File: src/rtl/i2c_tgt_pkg.sv
package i2c_tgt_pkg;
  typedef enum logic [2:0] {
    PH_IDLE, PH_HDR, PH_LOW, PH_RECV, PH_SEND, PH_SKIP
  } phase_t;

  localparam int BYTE_W = 8;
  localparam int ADR_W  = 10;

  // control word bit positions
  localparam int CB_EN   = 7;
  localparam int CB_REL  = 6;
  localparam int CB_WCOL = 5;
  localparam int CB_OVF  = 4;

  function automatic logic mode_ok(input logic [3:0] m);
    return m[2] & m[1];
  endfunction
endpackage

File: src/rtl/i2c_tgt_sync.sv
module i2c_tgt_sync #(
  parameter int STAGES = 2,
  parameter int WIDTH  = 2
) (
  input  logic             clk,
  input  logic             rst_n,
  input  logic [WIDTH-1:0] d,
  output logic [WIDTH-1:0] q
);
  logic [WIDTH-1:0] pipe [STAGES];

  for (genvar s = 0; s < STAGES; s++) begin : g_stage
    always_ff @(posedge clk or negedge rst_n) begin
      if (!rst_n) pipe[s] <= '1;
      else if (s == 0) pipe[s] <= d;
      else pipe[s] <= pipe[(s > 0) ? s - 1 : 0];
    end
  end

  assign q = pipe[STAGES-1];
endmodule

File: src/rtl/i2c_tgt_cond.sv
module i2c_tgt_cond (
  input  logic clk,
  input  logic rst_n,
  input  logic scl,
  input  logic sda,
  output logic start,
  output logic stop,
  output logic rise,
  output logic fall
);
  logic scl_q, sda_q;

  always_ff @(posedge clk or negedge rst_n) begin
    if (!rst_n) begin
      scl_q <= 1'b1;
      sda_q <= 1'b1;
    end else begin
      scl_q <= scl;
      sda_q <= sda;
    end
  end

  assign start = scl & scl_q & sda_q & ~sda;
  assign stop  = scl & scl_q & ~sda_q & sda;
  assign rise  = scl & ~scl_q;
  assign fall  = ~scl & scl_q;
endmodule

File: src/rtl/i2c_tgt_engine.sv
module i2c_tgt_engine
  import i2c_tgt_pkg::*;
(
  input  logic              clk,
  input  logic              rst_n,
  input  logic              ctrl_we,
  input  logic [7:0]        ctrl_wdata,
  output logic [7:0]        ctrl_rdata,
  input  logic [ADR_W-1:0]  own_addr,
  input  logic              tx_valid,
  input  logic [BYTE_W-1:0] tx_data,
  output logic              rx_valid,
  input  logic              rx_ready,
  output logic [BYTE_W-1:0] rx_data,
  output logic              irq_byte,
  output logic              irq_start,
  output logic              irq_stop,
  input  logic              s_sda,
  input  logic              ev_start,
  input  logic              ev_stop,
  input  logic              ev_rise,
  input  logic              ev_fall,
  output logic              scl_oe,
  output logic              sda_oe
);
  localparam int CNT_W  = 4;
  localparam logic [CNT_W-1:0] ACK_SLOT = CNT_W'(BYTE_W);
  localparam logic [CNT_W-1:0] ACK_END  = CNT_W'(BYTE_W + 1);

  phase_t             ph;
  logic               en, rel, wcol, ovf;
  logic [3:0]         mode;
  logic [BYTE_W-1:0]  sh, rbuf;
  logic [CNT_W-1:0]   cnt;
  logic               rfull, ack_drv, busy, hi_done, m_nack;

  logic active, ten, sirq, hdr_ok;
  assign active = en & mode_ok(mode);
  assign ten    = mode[0];
  assign sirq   = mode[3];
  assign hdr_ok = (sh[7:3] == 5'b11110) && (sh[2:1] == own_addr[9:8]);

  always_ff @(posedge clk or negedge rst_n) begin
    if (!rst_n) begin
      ph <= PH_IDLE; en <= 1'b0; rel <= 1'b0; wcol <= 1'b0; ovf <= 1'b0;
      mode <= '0; sh <= '0; rbuf <= '0; cnt <= '0; rfull <= 1'b0;
      ack_drv <= 1'b0; busy <= 1'b0; hi_done <= 1'b0; m_nack <= 1'b0;
      irq_byte <= 1'b0; irq_start <= 1'b0; irq_stop <= 1'b0;
    end else begin
      irq_byte <= 1'b0; irq_start <= 1'b0; irq_stop <= 1'b0;
      if (ctrl_we) begin
        en   <= ctrl_wdata[CB_EN];
        rel  <= ctrl_wdata[CB_REL];
        wcol <= wcol & ctrl_wdata[CB_WCOL];
        ovf  <= ovf & ctrl_wdata[CB_OVF];
        mode <= ctrl_wdata[3:0];
      end
      if (rx_valid && rx_ready) rfull <= 1'b0;

      if (!active) begin
        ph <= PH_IDLE; cnt <= '0; ack_drv <= 1'b0; busy <= 1'b0; hi_done <= 1'b0;
      end else if (ev_start) begin
        ph <= PH_HDR; cnt <= '0; ack_drv <= 1'b0; busy <= 1'b0;
        irq_start <= sirq;
      end else if (ev_stop) begin
        ph <= PH_IDLE; cnt <= '0; ack_drv <= 1'b0; busy <= 1'b0; hi_done <= 1'b0;
        irq_stop <= sirq;
      end else begin
        if (tx_valid && ph == PH_SEND) begin
          if (busy) wcol <= 1'b1;
          else begin
            sh   <= tx_data;
            busy <= 1'b1;
          end
        end
        unique case (ph)
          PH_HDR, PH_LOW, PH_RECV: begin
            if (ev_rise && cnt < ACK_SLOT) begin
              sh  <= {sh[BYTE_W-2:0], s_sda};
              cnt <= cnt + 1'b1;
            end
            if (ev_fall && cnt == ACK_END) begin
              ack_drv <= 1'b0;
              cnt     <= '0;
            end
            if (ev_fall && cnt == ACK_SLOT) begin
              cnt <= ACK_END;
              if (ph == PH_HDR && !ten) begin
                if (sh[7:1] == own_addr[6:0]) begin
                  ack_drv <= 1'b1; irq_byte <= 1'b1;
                  ph <= sh[0] ? PH_SEND : PH_RECV;
                end else ph <= PH_SKIP;
              end else if (ph == PH_HDR) begin
                if (hdr_ok && !sh[0]) begin
                  ack_drv <= 1'b1; hi_done <= 1'b0; ph <= PH_LOW;
                end else if (hdr_ok && hi_done) begin
                  ack_drv <= 1'b1; irq_byte <= 1'b1; ph <= PH_SEND;
                end else begin
                  hi_done <= 1'b0; ph <= PH_SKIP;
                end
              end else if (ph == PH_LOW) begin
                if (sh == own_addr[7:0]) begin
                  ack_drv <= 1'b1; irq_byte <= 1'b1; hi_done <= 1'b1; ph <= PH_RECV;
                end else ph <= PH_SKIP;
              end else begin
                irq_byte <= 1'b1;
                if (rfull && !rx_ready) ovf <= 1'b1;
                else begin
                  rbuf <= sh; rfull <= 1'b1; ack_drv <= 1'b1;
                end
              end
            end
          end
          PH_SEND: begin
            if (ev_fall && cnt == ACK_END) begin
              ack_drv <= 1'b0;
              cnt     <= '0;
              rel     <= 1'b0;
            end else if (ev_fall && cnt < ACK_SLOT && busy) begin
              sh  <= {sh[BYTE_W-2:0], 1'b0};
              cnt <= cnt + 1'b1;
            end else if (ev_fall && cnt == ACK_SLOT) begin
              busy <= 1'b0; irq_byte <= 1'b1; cnt <= '0;
              if (m_nack) ph <= PH_SKIP;
              else rel <= 1'b0;
            end
            if (ev_rise && cnt == ACK_SLOT) m_nack <= s_sda;
          end
          default: ;
        endcase
      end
    end
  end

  assign scl_oe     = active & ~rel;
  assign sda_oe     = active & (ack_drv | (ph == PH_SEND && busy && cnt < ACK_SLOT && !sh[7]));
  assign rx_valid   = rfull;
  assign rx_data    = rbuf;
  assign ctrl_rdata = {en, rel, wcol, ovf, mode};

  AST_QUIET_WHEN_OFF: assert property (@(posedge clk) disable iff (!rst_n)
    !active |-> !scl_oe && !sda_oe);
  AST_WCOL_STICKY: assert property (@(posedge clk) disable iff (!rst_n)
    wcol && !(ctrl_we && !ctrl_wdata[CB_WCOL]) |=> wcol);
  AST_WCOL_ONLY_SEND: assert property (@(posedge clk) disable iff (!rst_n)
    $rose(wcol) |-> $past(ph == PH_SEND));
  AST_OVF_STICKY: assert property (@(posedge clk) disable iff (!rst_n)
    ovf && !(ctrl_we && !ctrl_wdata[CB_OVF]) |=> ovf);
  AST_RX_HELD: assert property (@(posedge clk) disable iff (!rst_n)
    rx_valid && !rx_ready |=> $stable(rx_data) && rx_valid);
  AST_IRQ_SINGLE: assert property (@(posedge clk) disable iff (!rst_n)
    $onehot0({irq_byte, irq_start, irq_stop}));
  AST_NO_SDA_IDLE: assert property (@(posedge clk) disable iff (!rst_n)
    ph == PH_IDLE |-> !sda_oe);
endmodule

File: src/rtl/i2c_target_port.sv
module i2c_target_port
  import i2c_tgt_pkg::*;
#(
  parameter int SYNC_STAGES = 2
) (
  input  logic              clk,
  input  logic              rst_n,
  input  logic              ctrl_we,
  input  logic [7:0]        ctrl_wdata,
  output logic [7:0]        ctrl_rdata,
  input  logic [ADR_W-1:0]  own_addr,
  input  logic              tx_valid,
  output logic              tx_ready,
  input  logic [BYTE_W-1:0] tx_data,
  output logic              rx_valid,
  input  logic              rx_ready,
  output logic [BYTE_W-1:0] rx_data,
  output logic              irq_byte,
  output logic              irq_start,
  output logic              irq_stop,
  input  logic              scl_i,
  output logic              scl_oe,
  input  logic              sda_i,
  output logic              sda_oe
);
  logic [1:0] lines;
  logic ev_start, ev_stop, ev_rise, ev_fall;

  i2c_tgt_sync #(.STAGES(SYNC_STAGES), .WIDTH(2)) u_sync (
    .clk(clk), .rst_n(rst_n), .d({scl_i, sda_i}), .q(lines)
  );

  i2c_tgt_cond u_cond (
    .clk(clk), .rst_n(rst_n), .scl(lines[1]), .sda(lines[0]),
    .start(ev_start), .stop(ev_stop), .rise(ev_rise), .fall(ev_fall)
  );

  i2c_tgt_engine u_eng (
    .clk(clk), .rst_n(rst_n),
    .ctrl_we(ctrl_we), .ctrl_wdata(ctrl_wdata), .ctrl_rdata(ctrl_rdata),
    .own_addr(own_addr), .tx_valid(tx_valid), .tx_data(tx_data),
    .rx_valid(rx_valid), .rx_ready(rx_ready), .rx_data(rx_data),
    .irq_byte(irq_byte), .irq_start(irq_start), .irq_stop(irq_stop),
    .s_sda(lines[0]), .ev_start(ev_start), .ev_stop(ev_stop),
    .ev_rise(ev_rise), .ev_fall(ev_fall),
    .scl_oe(scl_oe), .sda_oe(sda_oe)
  );

  assign tx_ready = 1'b1;
endmodule

File: config.mk
export PLATFORM = sky130hd
export DESIGN_NAME = i2c_target_port
export DESIGN_NICKNAME = d
export VERILOG_FILES = /design/src/rtl/i2c_tgt_pkg.sv /design/src/rtl/i2c_tgt_sync.sv /design/src/rtl/i2c_tgt_cond.sv /design/src/rtl/i2c_tgt_engine.sv /design/src/rtl/i2c_target_port.sv
export SDC_FILE = /design/constraint.sdc
export NUM_CORES = 1
export LEC_CHECK = 0
export ABC_CLOCK_PERIOD_IN_PS = 2600
export BUFFER_PORTS_ARGS = -buffer_cell sky130_fd_sc_hd__buf_4
export CORE_MARGIN = 5
export CORE_UTILIZATION = 26
export DETAILED_ROUTE_END_ITERATION = 10
export SLEW_MARGIN = 0
export SYNTH_ARGS = -nofsm -noshare
export SYNTH_HDL_FRONTEND = slang
export SYNTH_SLANG_ARGS = --single-unit
File: constraint.sdc
create_clock -name clk -period 2.6 [get_ports clk]
set_input_delay 0.52 -clock clk [delete_from_list [all_inputs] [get_ports clk]]
set_output_delay 0.52 -clock clk [all_outputs]
set_load 0.02 [all_outputs]
==> impl_metrics.py, run 1 <==
metrics = {
    "cells_and_area": {
        "diodes": 0,
        "nFillCells": 1066,
        "final_cell_area_um2": 3300,
        "syn2layout_area_growth_pct": 22.5,
        "nNetsFinal": 344,
        "drive_above_1_share_pct": 33.0,
    },
    "worst_setup_path": {
        "rrSetupSlack_ns": 0.54,
        "worstSetupPathType": "register to output port",
        "crit_fanout": 16,
        "rr_endpoint": "u_eng.sh[2]",
        "start_kind": "register",
        "arrival_ns": 1.83,
        "critPathLaunch": "u_eng.ph[2]",
        "crit_end": "sda_oe",
        "crit_required_ns": 2.08,
        "setup.worst_path.end_class": "output port",
        "worstRegToRegCells": 5,
        "worstReg2RegStart": "u_eng.ph[2]",
    },
    "routing": {
        "routed_via_density": 4.90,
        "drtPass1Iterations": 4,
        "drtIter0Drc": 145,
        "wl_per_cell_um": 15.7,
        "routed_wl_um": 6980,
        "antenna_left": 0,
        "drc_errors": 0,
        "vias": 2181,
    },
    "clocking": {
        "cts_setup_buffers": 0,
        "cts.path.max_buffers": 2,
        "cts_made_buffers": 5,
        "cts_num_sinks": 45,
        "cts-hold-fix-buffers": 0,
        "insertion_delay_ns": 0.31,
        "cts_tree": "done",
        "cts_resized": 0,
        "path_clk_slew_ns": 0.08,
        "htree_levels": 2,
        "clock-root-buffer": "clkbuf_8",
    },
    "logic_synthesis": {
        "ys_seq_elements": 45,
        "ys.flop_type": "dfrtp_1",
        "syn_area_per_cell_um2": 10.4,
        "synth.cell_area_um2": 2690,
        "yosysWarnings": 0,
        "yosys.area.top_type": "dfrtp_1",
        "synth_common_cells": "dfrtp_1 (39), nand2_1 (17), xor2_1 (17)",
        "yosysMostFrequentCell": "dfrtp_1",
        "synth_edf_count": 0,
        "synthTopCellsByArea": "dfrtp_1 (36%), dfstp_2 (5.9%), xor2_1 (5.5%)",
        "ys_seq_area_share_pct": 42.1,
        "syn_nets": 294,
        "synth_top_cell_area_share_pct": 36.3,
        "synthCells": 258,
        "async_reset_ff_share_pct": 100,
        "synth_cell_type_count": 70,
    },
    "power_and_ir_drop": {
        "ir_worst_vdd_v": 0.000197,
        "p_sw_w": 0.000350,
        "swShare_pct": 24.5,
        "p_total_w": 0.00143,
        "power_density_nw_per_um2": 434,
        "p_leak_nw": 1.44,
        "p_int_w": 0.00108,
        "p_clk_share_pct": 38.0,
        "seq_power_share_pct": 51.5,
        "power_frac_comb_pct": 10.5,
    },
    "placement": {
        "dpl_cell_area_um2": 3190,
        "dp_hpwl_um": 5300,
        "gp_congestion": 0.850,
        "portBuffers": 54,
    },
    "sta": {
        "max_slew_margin_pct": 48.3,
        "skew_ns": 0.0116,
        "setup-tns-final_ns": 0,
        "slew_viol_final": 0,
        "worstMarginPinSlew_ns": 0.771,
        "fmax_ghz": 0.425,
        "rsz0062_at_grt": "false",
        "period_minus_slack_ns": 2.35,
        "finalCritPeriodShare_pct": 90.5,
        "hold_viol": 0,
        "setup_viol": 0,
    },
    "die": {
        "ios": 56,
        "die_h_um": 112,
        "num_rows": 37,
        "initial_core_util_pct": 26.3,
        "die_area_um2": 12500,
        "die_w_um": 112,
        "core_um2": 10200,
    },
    "global_route": {
        "grt_pass1_vias": 2170,
        "grt_pass1_wl_um": 11500,
        "grt_max_degree": 46,
        "grt_overflow_total": 0,
        "track_usage_pct": 11.5,
        "antenna_found_initial": 0,
    },
    "worst_hold_path": {
        "hold_path_class": "input pin to async pin",
    },
    "job": {
        "cap_viol_max_count": 0,
    },
    "outcome": {
        "outcome": "finished clean",
    },
}
==> power by group through the flow <==
| stage | clock, W | combinational, W | sequential (W) |
|---|---|---|---|
| after global placement | 0 | 0.000153 | 0.000750 |
| after detailed placement | 0 | 0.000153 | 0.000750 |
| final | 0.000543 | 0.000150 | 0.000737 |
| after CTS | 0.000562 | 0.000154 | 0.000737 |
| after global routing | 0.000594 | 0.000166 | 0.000739 |
| after floorplan | 0 | 0.0000636 | 0.000752 |
==> logic make-up (layout without fill, tap and decap cells) <==
family | count (synthesis) | in the layout | synth area share [%]
flops | 45 | 45 | 42.1
simple gates | 78 | 78 | 17.8
buf+inv | 25 | 76 | 5.49
other cells | 1 | 1 | 0.139
xor+xnor | 19 | 19 | 6.18
mux | 16 | 16 | 6.56
compound gates | 71 | 71 | 20.3
fa+ha+maj | 3 | 3 | 1.39
==> metrics by stage <==
stage                     std cells  hold slack [ns]  worst slack [ns]  utilization, %
after floorplan                 258            0.224             0.728               -
after global placement          437            0.347             0.495            31.1
after detailed placement        437            0.347             0.481            31.1
after CTS                       445            0.222             0.266            32.2
after global routing            445            0.253             0.114            32.2
final                           445            0.201             0.247            32.2
==> layout make-up <==
| type | count | area, um^2 | area share [%] |
|---|---|---|---|
| timing repair buffer | 58 | 435 | 13.2 |
| inverter | 10 | 37.5 | 1.14 |
| tap | 136 | 170 | 5.16 |
| clock inverter | 2 | 38.8 | 1.18 |
| sequential | 45 | 1130 | 34.4 |
| multi-input combinational | 188 | 1410 | 42.8 |
| clock buffer | 6 | 72.6 | 2.20 |
==> layout by cell type (no fill, tap or decap), types with 3 or more instances in the layout <==
cell type / Yosys / layout
buf_4: 10 / 58
dfrtp_1: 39 / 39
nand2_1: 17 / 17
xor2_1: 17 / 17
mux2_2: 13 / 13
o21ai_0: 11 / 11
inv_1: 10 / 10
nor2_1: 10 / 10
nand3_1: 8 / 8
a21oi_1: 8 / 8
o2bb2ai_1: 8 / 8
a22oi_1: 6 / 6
dfstp_2: 6 / 6
a31oi_1: 5 / 5
and3_1: 5 / 5
clkbuf_8: 0 / 5
nor2b_1: 4 / 4
a211oi_1: 4 / 4
nor3_1: 4 / 4
o21a_1: 3 / 3
nand4_1: 3 / 3
mux2i_1: 3 / 3
nor4_1: 3 / 3
ha_1: 3 / 3
==> flip-flops by register name (all words and copies together) (netlist names), 2 cells and up <==
signal	count
u_eng.ph	3
u_eng.cnt	4
u_eng.sh	8
u_eng.mode	4
u_eng.rx_data	8
u_sync.q	2
u_sync.pipe	2
==> worst max-delay path, cell delays in order (launching register included) <==
cell and delay (ns):
dfrtp_1 0.68, nor3b_4 0.40, a31oi_1 0.18, nor2_1 0.12, buf_4 0.15
==> per-layer routing <==
metal | global-route usage [%] | share of wire [%] | vias to the layer above
li1 | - | - | 1056
met1 | 16.4 | 47 | 1023
met2 | 16.7 | 42 | 95
met3 | 2.99 | 8.6 | 7
met4 | 3.89 | 1.5 | 0
met5 | 0 | 0 | -
==> how the worst min path moves through the flow <==
stage                          endpoint  slack, ns
final                          u_eng.en       0.20
after global routing      u_eng.mode[1]       0.25
after CTS                  u_eng.cnt[1]       0.22
after detailed placement    u_sync.q[0]       0.35
after global placement      u_sync.q[0]       0.35
after floorplan           u_eng.ack_drv       0.22
(Power assumes the default switching activity.)
==> inputs of run 2 (changes only) <==
--- a/config.mk
+++ b/config.mk
@@ -9,6 +9,7 @@
 export BUFFER_PORTS_ARGS = -buffer_cell sky130_fd_sc_hd__buf_4
 export CORE_MARGIN = 5
 export CORE_UTILIZATION = 26
+export CTS_BUF_LIST = sky130_fd_sc_hd__clkbuf_4 sky130_fd_sc_hd__clkbuf_8
 export DETAILED_ROUTE_END_ITERATION = 10
 export SLEW_MARGIN = 0
 export SYNTH_ARGS = -nofsm -noshare
==> impl_metrics.py, run 2 (synthesis results as in run 1) <==
metrics = {
    "global_route": {
        "grt_busiest_layer": "met2",
        "track_usage_pct": 11.5,
        "use_met1_pct": 16.4,
        "antenna_found_initial": 0,
        "grt_overflow_total": 0,
        "grt_pass1_vias": 2174,
        "grt_pass1_wl_um": 11500,
        "grt_max_degree": 46,
        "gr-usage-met3_pct": 2.99,
        "grtUsageMet2_pct": 16.7,
    },
    "worst_hold_path": {
        "hold_path_class": "input pin to async pin",
    },
    "die": {
        "initial_core_util_pct": 26.3,
        "die_area_um2": 12500,
        "core_um2": 10200,
        "num_rows": 37,
        "die_h_um": 112,
        "die_w_um": 112,
        "ios": 56,
    },
    "routing": {
        "routed_wl_um": 6980,
        "vias": 2204,
        "routed_via_density": 4.95,
        "drtIter0Drc": 121,
        "drtPass1Iterations": 4,
        "antenna_left": 0,
        "wl_per_cell_um": 15.7,
        "drc_errors": 0,
    },
    "worst_setup_path": {
        "crit_required_ns": 2.08,
        "start_kind": "register",
        "crit_fanout": 16,
        "arrival_ns": 1.84,
        "worstSetupPathType": "register to output port",
        "rrSetupSlack_ns": 0.53,
        "setup.worst_path.end_class": "output port",
    },
    "clocking": {
        "cts-hold-fix-buffers": 0,
        "cts.path.max_buffers": 2,
        "cts_resized": 0,
        "clock-root-buffer": "clkbuf_8",
        "cts_setup_buffers": 0,
        "cts_num_sinks": 45,
        "insertion_delay_ns": 0.31,
        "htree_levels": 2,
        "cts_made_buffers": 5,
        "path_clk_slew_ns": 0.08,
        "cts_tree": "done",
    },
    "placement": {
        "portBuffers": 54,
        "dp_hpwl_um": 5300,
        "gp_congestion": 0.850,
    },
    "cells_and_area": {
        "diodes": 0,
        "drive_above_1_share_pct": 33.3,
        "fin_util_pct": 32.3,
        "layout_common_cells": "buf_4 (58), dfrtp_1 (39), nand2_1 (17), xor2_1 (17), mux2_2 (13)",
        "nNetsFinal": 344,
        "syn2layout_area_growth_pct": 22.7,
        "final_common_cell": "buf_4",
    },
    "power_and_ir_drop": {
        "p_total_w": 0.00144,
        "ir_worst_vdd_v": 0.000197,
        "p_leak_nw": 1.44,
        "power_density_nw_per_um2": 437,
    },
    "outcome": {
        "outcome": "finished clean",
    },
    "sta": {
        "slew_viol_final": 0,
        "setup-tns-final_ns": 0,
        "max_slew_margin_pct": 47.9,
        "finalCritPeriodShare_pct": 90.7,
        "hold_viol": 0,
        "setup_viol": 0,
        "rsz0062_at_grt": "false",
        "worstMarginPinSlew_ns": 0.777,
        "period_minus_slack_ns": 2.36,
        "skew_ns": 0.0113,
        "fmax_ghz": 0.424,
    },
    "job": {
        "cap_viol_max_count": 0,
    },
}
[run 2: cell counts in the layout (fill, tap and decap cells not counted)]
No cell type changed its count.
[run 2: through the flow]
step / instances / hold WS, ns / worst slack (ns) / area [um^2]
floorplan: 258 / 0.224 / 0.728 / 2690
global placement: 437 / 0.347 / 0.495 / 3190
detailed placement: 437 / 0.347 / 0.481 / 3190
CTS: 445 / 0.222 / 0.266 / 3300
global route: 445 / 0.253 / 0.114 / 3300
finish: 445 / 0.200 / 0.241 / 3300
[run 2: critical path, cell delays in order, from the launching register on]
cell,delay (ns)
dfrtp_1,0.68
nor3b_4,0.40
a31oi_1,0.18
nor2_1,0.12
buf_4,0.15
[run 2: cell type report]
| class | instances | area, um^2 |
|---|---|---|
| well taps | 136 | 170 |
| repair buffers | 58 | 435 |
| clock inverters | 2 | 38.8 |
| multi-input cells | 188 | 1410 |
| inverters | 10 | 37.5 |
| clock buffers | 6 | 76.3 |
| flip-flops and latches | 45 | 1130 |
| fillers | 1065 | 6930 |
[run 2: where the power goes]
group / total [W] / switching (W) / internal (W)
Sequential: 0.000737 / 0.0000182 / 0.000718
Clock: 0.000555 / 0.000254 / 0.000301
Combinational: 0.000150 / 0.0000794 / 0.0000710
Total: 0.00144 / 0.000351 / 0.00109
[run 2: layer usage]
layer	wire length (um)	share of wire, %
met1	3320	48
met2	2940	42
met3	591	8.5
met4	124	1.8
met5	0	0
[run 2: path summary, 6_finish.rpt]
path / startpoint / end / depth (start not counted)
worst max-delay path: u_eng.ph[2] / sda_oe / 4
worst min-delay path: rst_n / u_eng.en / 1
worst max register to register: u_eng.ph[2] / u_eng.sh[2] / 5
worst min register to register: u_sync.pipe[2] / u_sync.q[0] / 0
max in group asynchronous: rst_n / u_eng.ph[2] / 1
min in group clk: sda_i / u_sync.pipe[2] / 1
